==> src/rtl/pic_pkg.sv <==
package pic_pkg;

   // How pending bits are set and cleared
   typedef enum logic [1:0] {
      PIC_LEVEL  = 2'd0,
      PIC_EDGE   = 2'd1,
      PIC_LEGACY = 2'd2
   } pic_mode_e;

   // Register select codes on the special-register port
   localparam int SEL_MASK = 0;
   localparam int SEL_STAT = 1;

   // Widest register word the port carries
   localparam int MAX_LINES = 32;

endpackage

==> src/rtl/pic_mask_reg.sv <==
module pic_mask_reg #(
   parameter int NUM_LINES = 32
) (
   input  logic                 clk,
   input  logic                 rst_n,
   input  logic                 wr_en,
   input  logic [NUM_LINES-1:0] wdata,
   output logic [NUM_LINES-1:0] mask_q
);

   always_ff @(posedge clk or negedge rst_n) begin
      if (!rst_n) begin
         mask_q <= '0;
      end else if (wr_en) begin
         mask_q <= wdata;
      end
   end

endmodule

==> src/rtl/pic_pending.sv <==
module pic_pending
   import pic_pkg::*;
#(
   parameter int        NUM_LINES = 32,
   parameter pic_mode_e MODE      = PIC_LEVEL
) (
   input  logic                 clk,
   input  logic                 rst_n,
   input  logic [NUM_LINES-1:0] lines,
   input  logic                 wr_en,
   input  logic [NUM_LINES-1:0] wdata,
   output logic [NUM_LINES-1:0] stat_q
);

   generate
      if (MODE == PIC_LEVEL) begin : g_level
         // Pending follows the sampled inputs; writes are discarded
         logic unused_wr;
         assign unused_wr = ^{wr_en, wdata};

         always_ff @(posedge clk or negedge rst_n) begin
            if (!rst_n) begin
               stat_q <= '0;
            end else begin
               stat_q <= lines;
            end
         end
      end else if (MODE == PIC_EDGE) begin : g_edge
         logic [NUM_LINES-1:0] prev_q;
         logic [NUM_LINES-1:0] rise;
         logic [NUM_LINES-1:0] clr;

         assign rise = lines & ~prev_q;
         assign clr  = wr_en ? wdata : '0;

         always_ff @(posedge clk or negedge rst_n) begin
            if (!rst_n) begin
               prev_q <= '0;
               stat_q <= '0;
            end else begin
               prev_q <= lines;
               // a fresh edge outranks a clear on the same bit
               stat_q <= (stat_q & ~clr) | rise;
            end
         end
      end else begin : g_legacy
         always_ff @(posedge clk or negedge rst_n) begin
            if (!rst_n) begin
               stat_q <= '0;
            end else if (wr_en) begin
               // written word acts as an AND mask; inputs re-latch next cycle
               stat_q <= stat_q & wdata;
            end else begin
               stat_q <= stat_q | lines;
            end
         end
      end
   endgenerate

endmodule

==> src/rtl/pic_rd_mux.sv <==
module pic_rd_mux
   import pic_pkg::*;
#(
   parameter int NUM_LINES = 32,
   parameter int SEL_W     = 1
) (
   input  logic [SEL_W-1:0]     sel,
   input  logic [NUM_LINES-1:0] mask_q,
   input  logic [NUM_LINES-1:0] stat_q,
   output logic [NUM_LINES-1:0] rdata
);

   localparam logic [SEL_W-1:0] SEL_M = SEL_W'(SEL_MASK);
   localparam logic [SEL_W-1:0] SEL_S = SEL_W'(SEL_STAT);

   always_comb begin
      if (sel == SEL_M) begin
         rdata = mask_q;
      end else if (sel == SEL_S) begin
         rdata = stat_q;
      end else begin
         rdata = '0;
      end
   end

endmodule

==> src/rtl/pic_ctrl.sv <==
module pic_ctrl
   import pic_pkg::*;
#(
   parameter int        NUM_LINES = 32,
   parameter int        SEL_W     = 1,
   parameter pic_mode_e MODE      = PIC_LEVEL
) (
   input  logic                 clk,
   input  logic                 rst_n,
   input  logic [NUM_LINES-1:0] irq_lines,
   input  logic [SEL_W-1:0]     reg_sel,
   input  logic                 reg_wr,
   input  logic [NUM_LINES-1:0] reg_wdata,
   output logic [NUM_LINES-1:0] reg_rdata,
   output logic                 cpu_irq
);

   localparam logic [SEL_W-1:0] SEL_M = SEL_W'(SEL_MASK);
   localparam logic [SEL_W-1:0] SEL_S = SEL_W'(SEL_STAT);

   generate
      if (NUM_LINES < 1 || NUM_LINES > MAX_LINES) begin : g_bad_lines
         $error("pic_ctrl: NUM_LINES out of range");
      end
      if (SEL_W < 1) begin : g_bad_sel
         $error("pic_ctrl: SEL_W must be at least 1");
      end
   endgenerate

   logic                 mask_wr;
   logic                 stat_wr;
   logic [NUM_LINES-1:0] mask_q;
   logic [NUM_LINES-1:0] stat_q;

   assign mask_wr = reg_wr && (reg_sel == SEL_M);
   assign stat_wr = reg_wr && (reg_sel == SEL_S);

   pic_mask_reg #(
      .NUM_LINES(NUM_LINES)
   ) u_mask (
      .clk   (clk),
      .rst_n (rst_n),
      .wr_en (mask_wr),
      .wdata (reg_wdata),
      .mask_q(mask_q)
   );

   pic_pending #(
      .NUM_LINES(NUM_LINES),
      .MODE     (MODE)
   ) u_pend (
      .clk   (clk),
      .rst_n (rst_n),
      .lines (irq_lines),
      .wr_en (stat_wr),
      .wdata (reg_wdata),
      .stat_q(stat_q)
   );

   pic_rd_mux #(
      .NUM_LINES(NUM_LINES),
      .SEL_W    (SEL_W)
   ) u_rd (
      .sel   (reg_sel),
      .mask_q(mask_q),
      .stat_q(stat_q),
      .rdata (reg_rdata)
   );

   assign cpu_irq = |(stat_q & mask_q);

endmodule

==> config.mk <==
export PLATFORM = sky130hd
export DESIGN_NAME = pic_ctrl
export DESIGN_NICKNAME = d
export VERILOG_FILES = /design/src/rtl/pic_pkg.sv /design/src/rtl/pic_mask_reg.sv /design/src/rtl/pic_pending.sv /design/src/rtl/pic_rd_mux.sv /design/src/rtl/pic_ctrl.sv
export SDC_FILE = /design/constraint.sdc
export NUM_CORES = 1
export LEC_CHECK = 0
export CAP_MARGIN = 20
export CORE_ASPECT_RATIO = 1.5
export CORE_MARGIN = 8
export CORE_UTILIZATION = 45
export CTS_CLUSTER_DIAMETER = 100
export DETAILED_ROUTE_END_ITERATION = 8
export MAX_ROUTING_LAYER = met4
export PLACE_DENSITY_LB_ADDON = 0.05
export REMOVE_ABC_BUFFERS = 1
export SKIP_CTS_REPAIR_TIMING = 1
export SLEW_MARGIN = 20
export SYNTH_ARGS = -nofsm -noshare
export SYNTH_HDL_FRONTEND = slang
export SYNTH_HIERARCHICAL = 1
export SYNTH_SLANG_ARGS = --single-unit
==> constraint.sdc <==
create_clock -name clk -period 1.95 [get_ports clk]
set_clock_uncertainty 0.15 [all_clocks]
set_input_delay 0.195 -clock clk [delete_from_list [all_inputs] [get_ports clk]]
set_output_delay 0.195 -clock clk [all_outputs]
set_load 0.02 [all_outputs]
### Yosys cells after proc, flatten, opt, wreduce, memory -nomap -nowiden

Cells that the tools add are included.

| cells by class | value |
|---|---|
| add/subtract/negate cells | 0 |
| multiply operators | 0 |
| divide/modulo/power cells | 0 |
| order comparisons | 0 |
| equality and inequality tests | 0 |
| shift-type cells | 0 |
| mux-type cells | 1 |
| bitwise gates (word level) | 2 |
| reductions and logical operators | 2 |

Operators by type and width:

| kind | number |
|---|---|
| $and 32x32->32 | 1 |
| $mux 32 | 1 |
| $reduce_or 32->1 | 1 |
| $logic_and 1x1->1 | 1 |
| $not 1->1 | 1 |

| storage, ports and cells | value |
|---|---|
| flip-flop bits (word level) | 64 |
| latch bits | 0 |
| bits in writable memories | 0 |
| bits in read-only memories | 0 |
| output and inout port bits | 33 |
| memories | 0 |

### Depth between registers and ports, before layout

Gate-level depths: netlist of the first run.

| logic depth | value |
|---|---|
| word-level depth | 2 |
| mapped depth | 4 |
| gate-level depth less buffers | 3 |

### Modules after synthesis

The synthesis of the first run kept the hierarchy.

By module, submodules not included:

| module | instances | cells each | area an instance (µm²) | sequential area each (µm²) |
|---|---|---|---|---|
| pic_mask_reg | 1 | 68 | 1345.0 | 800.8 |
| pic_pending | 1 | 32 | 800.8 | 800.8 |
| pic_rd_mux | 1 | 36 | 544.3 | 0.0 |
| pic_ctrl | 1 | 23 | 170.2 | 0.0 |

### Least setup slack after synthesis of the first run

Ideal clock, no wire load.

| timing | value |
|---|---|
| path type | register to output |
| from | reg u_mask.mask_q[0] |
| to | out cpu_irq |
| data arrival time | 1.255 ns |
| required time | 1.605 ns |
| setup slack | 0.350 ns |
| stages on the path, launching flop included | 4 |
| path buffers | 0 |
| cells stage by stage | dfrtp_1 -> a22oi_1 -> nand4_1 -> or4_1 |

| on the way | value |
|---|---|
| cells in the longest elaborated chain, start to end | 2 |

RTL lines:

| item | RTL line | text |
|---|---|---|
| from (decl) | pic_mask_reg.sv:8 | `output logic [NUM_LINES-1:0] mask_q` |
| from (signal assigned) | pic_mask_reg.sv:15 | `mask_q <= wdata;` |
| $and 32x32->32 | pic_ctrl.sv:70 | `assign cpu_irq = \|(stat_q & mask_q);` |
| $reduce_or 32->1 | pic_ctrl.sv:70 |  |
| to (decl) | pic_ctrl.sv:15 | `output logic cpu_irq` |

Every way passes these cells.

### Worst setup path after layout of the first run

| timing | value |
|---|---|
| from | reg u_pend.stat_q[17] |
| to | out cpu_irq |

| on the way | value |
|---|---|
| cells in the longest elaborated chain, start to end | 2 |

RTL lines:

| item | RTL line | text |
|---|---|---|
| from (decl) | pic_pending.sv:12 | `output logic [NUM_LINES-1:0] stat_q` |
| from (signal assigned) | pic_pending.sv:25 | `stat_q <= lines;` |
| $and 32x32->32 | pic_ctrl.sv:70 |  |
| $reduce_or 32->1 | pic_ctrl.sv:70 |  |

Every way passes these cells.

==> results, run 1 <==
- The number of failing hold endpoints at the final stage is 0.
- The peak clock frequency supported by timing is 0.476 GHz.
- The checks that failed: negative setup slack.
- The number of pins exceeding their max-slew limit in the final report is 0.
- In this run the number of H-tree levels came out at 3.
- The number of ports placed on the die boundary is 101.
- The data arrival at the endpoint of the critical path is 1760 ps.
- The tightest min-delay check is of the input pin to flop type.
- The worst setup path is launched from a flop.
- The per-instance average area after synthesis is 18.1 um2.
- The source of the worst register-to-register timing path is u_mask/mask_q[30]$_DFFE_PN0P_.
- After legalization and detailed placement, the total HPWL measured 5.26 mm.
- The critical path goes through a22oi_2 > nand4_1 > or4_1 > buf_6.
- The setup path with the least slack is of type flop to output port.
- The height of the die is 114 um.
- The slew at the pin closest to its max-slew limit is 518 ps.
- The floorplan die area is 9200 um2.
- For this run, the detailed router's first-pass iteration total came to 3.
- After the last flow step, the layout net total stands at 371.
- For this block, the initial DRC count from the detailed router was 77.
- After clock tree synthesis, the clock-pin slew on the worst setup and hold paths is 70 ps.
- The relative max-transition margin is 65.5%.
- The type of element capturing the critical path is an output port.
- The average wire per cell in the routed design is 17.9 um.
- TritonCTS built the clock tree.
- Of all nets on the critical path, the largest fanout is 2.
- The placed cell count is 364.
- The worst-path cell with the longest stage delay is sky130_fd_sc_hd__or4_1.
- Measured on the finished design, the core utilization comes to 73.7%.
- The remaining routing DRC violations is 0.
- The number of antenna violations at the first check in global routing came to 0.
- The via count of the first global-routing pass is 2,156.
- The residual overflow from global routing is 0.
- The CTS root buffer is sky130_fd_sc_hd__clkbuf_8.
- The die span in x is 81.0 um.
- The flow ran to the end, but the final reports show violations.
- Port buffering added 100 buffers.
- The share of layout cells above drive strength 1 is 44.5%.
- The number of clock sinks is 64.
- The final layout contains routed wiring with a total length of 6.82 mm.
- The core region is 6130 um2.
- The largest voltage drop on the vdd net is 0.637 mV.
- The mean number of vias per cell is 4.88.
- The static power due to leakage is 2.29 nW.
- In the global route stage, overall resource usage came out at 15.9%.
- The maximum cell stage delay along the critical path is 520 ps.
- The Yosys step of the flow raised 6 warnings.
- The count of cells in the finished layout, fillers not included, comes to 382.
- After layout, the worst setup slack is -152 ps.
- The antenna diode count is 0.
- The beginning of the critical path is u_pend/stat_q[17]$_DFF_PN0_.
- In this run the power density over the cells is 818 nW/um2.
- Grouping stages by cell kind, the critical path spends the most delay in simple AND/OR/NAND/NOR gates.
- The instance count of the mapped netlist is 158.
- In this run the most critical hold path is launched from irq_lines[22].
- Setup repair after global routing could not meet its margin everywhere.
- The floorplan has 35 rows.
- The number of buffers created by CTS is 9.
- For this configuration, the core starts out at a cell density of 46.6%.
- The final clock period utilization by the worst path is 108%.
- The later pin in the worst-skew pair is clocked with a latency of 330 ps.
- Relative to the synthesized area, the layout overhead comes to 58.4%.
- The count of nets left with antenna violations after detail routing is 0.
- Summing over every cut layer, the via total after detailed routing is 1,864.
- The sum of buffers and inverters on the critical path is 1.
- The count of maximum capacitance violations is 0.
- The data required time of the worst path is 1600 ps.
- The pin count of the biggest net entering global routing is 27.
- The final critical path time including I/O delays and setup is 2100 ps.
- The global-route wire length before repair is 10.7 mm.
- The maximum count of clock buffers along a single path is 2.
- The count of endpoints failing setup in the final report is 1.
- The summed instance area of the synthesized netlist is 2850 um2.
- The weighted congestion at the end of routability-driven global placement is 0.755.
## layout make-up
cell class | count | area, um2
Sequential cell | 64 | 1600
Clock buffer | 11 | 151
Multi-Input combinational cell | 86 | 1170
Clock inverter | 5 | 55.1
Tap cell | 74 | 92.6
Timing Repair Buffer | 142 | 1450
Fill cell | 424 | 1610
## worst register-to-register path: stages, from the launching register on
cell,delay (ps)
sky130_fd_sc_hd__dfrtp_1,400
sky130_fd_sc_hd__buf_4,140
sky130_fd_sc_hd__mux2_4,260
## where the power goes
part,total [W],switching [W],internal [W],leakage [nW]
logic,0.00101,0.000352,0.000656,1.44
registers,0.00155,0.0000940,0.00146,0.748
clock network,0.00113,0.000480,0.000655,0.101
## per-layer routing
metal	part of all wire, %	track usage (%)	up-vias	wire [um]
li1	-	-	875	-
met5	0	-	-	0
met3	6.5	5.43	8	442
met1	39	18.8	915	2700
met2	53	25.0	66	3600
met4	1.2	4.67	0	80
## per-stage QoR
| stage | area, um2 | setup WS [ps] | power [W] | TNS [ps] | hold WS, ps |
|---|---|---|---|---|---|
| floorplan | 2710 | -1210 | 0.00202 | -35790 | -251 |
| global placement | 4170 | -192 | 0.00257 | -192 | 47.8 |
| detailed placement | 4170 | -208 | 0.00258 | -208 | 51.6 |
| CTS | 4370 | -586 | 0.00373 | -2660 | -320 |
| global route | 4520 | -227 | 0.00389 | -227 | 122 |
| finish | 4520 | -152 | 0.00370 | -152 | 143 |
## final timing paths
path                                                 end  slack, ps  depth (start not counted)
min in group asynchronous    u_pend/stat_q[24]$_DFF_PN0_        210                          2
max                                              cpu_irq       -150                          4
min                          u_pend/stat_q[22]$_DFF_PN0_        140                          1
max reg2reg                u_mask/mask_q[30]$_DFFE_PN0P_        880                          2
max in group asynchronous    u_pend/stat_q[15]$_DFF_PN0_        890                          3
min reg2reg                 u_mask/mask_q[1]$_DFFE_PN0P_        420                          1
## registers in the layout, indices dropped and copies added, names as in the netlist
name           count
u_mask/mask_q     32
u_pend/stat_q     32
## layout by cell type, fill, tap and decap left out, types with 4 or more instances in the layout
| cell type | n |
|---|---|
| sky130_fd_sc_hd__dfrtp_1 | 64 |
| sky130_fd_sc_hd__a22oi_1 | 4 |
| sky130_fd_sc_hd__dlymetal6s2s_1 | 30 |
| sky130_fd_sc_hd__clkdlybuf4s50_1 | 67 |
| sky130_fd_sc_hd__buf_12 | 5 |
| sky130_fd_sc_hd__buf_4 | 36 |
| sky130_fd_sc_hd__nand4_1 | 4 |
| sky130_fd_sc_hd__a22oi_2 | 12 |
| sky130_fd_sc_hd__clkbuf_8 | 11 |
| sky130_fd_sc_hd__mux2_4 | 60 |
| sky130_fd_sc_hd__mux2_2 | 4 |
(Power assumes the default switching activity.)
==> run 2, diff against run 1 <==
--- a/config.mk
+++ b/config.mk
@@ -11,6 +11,7 @@
 export CORE_UTILIZATION = 45
 export CTS_CLUSTER_DIAMETER = 100
 export DETAILED_ROUTE_END_ITERATION = 8
+export GPL_ROUTABILITY_DRIVEN = 0
 export MAX_ROUTING_LAYER = met4
 export PLACE_DENSITY_LB_ADDON = 0.05
 export REMOVE_ABC_BUFFERS = 1
==> results of run 2 <==
No change in the layout: final DEF, timing and power equal those of run 1.
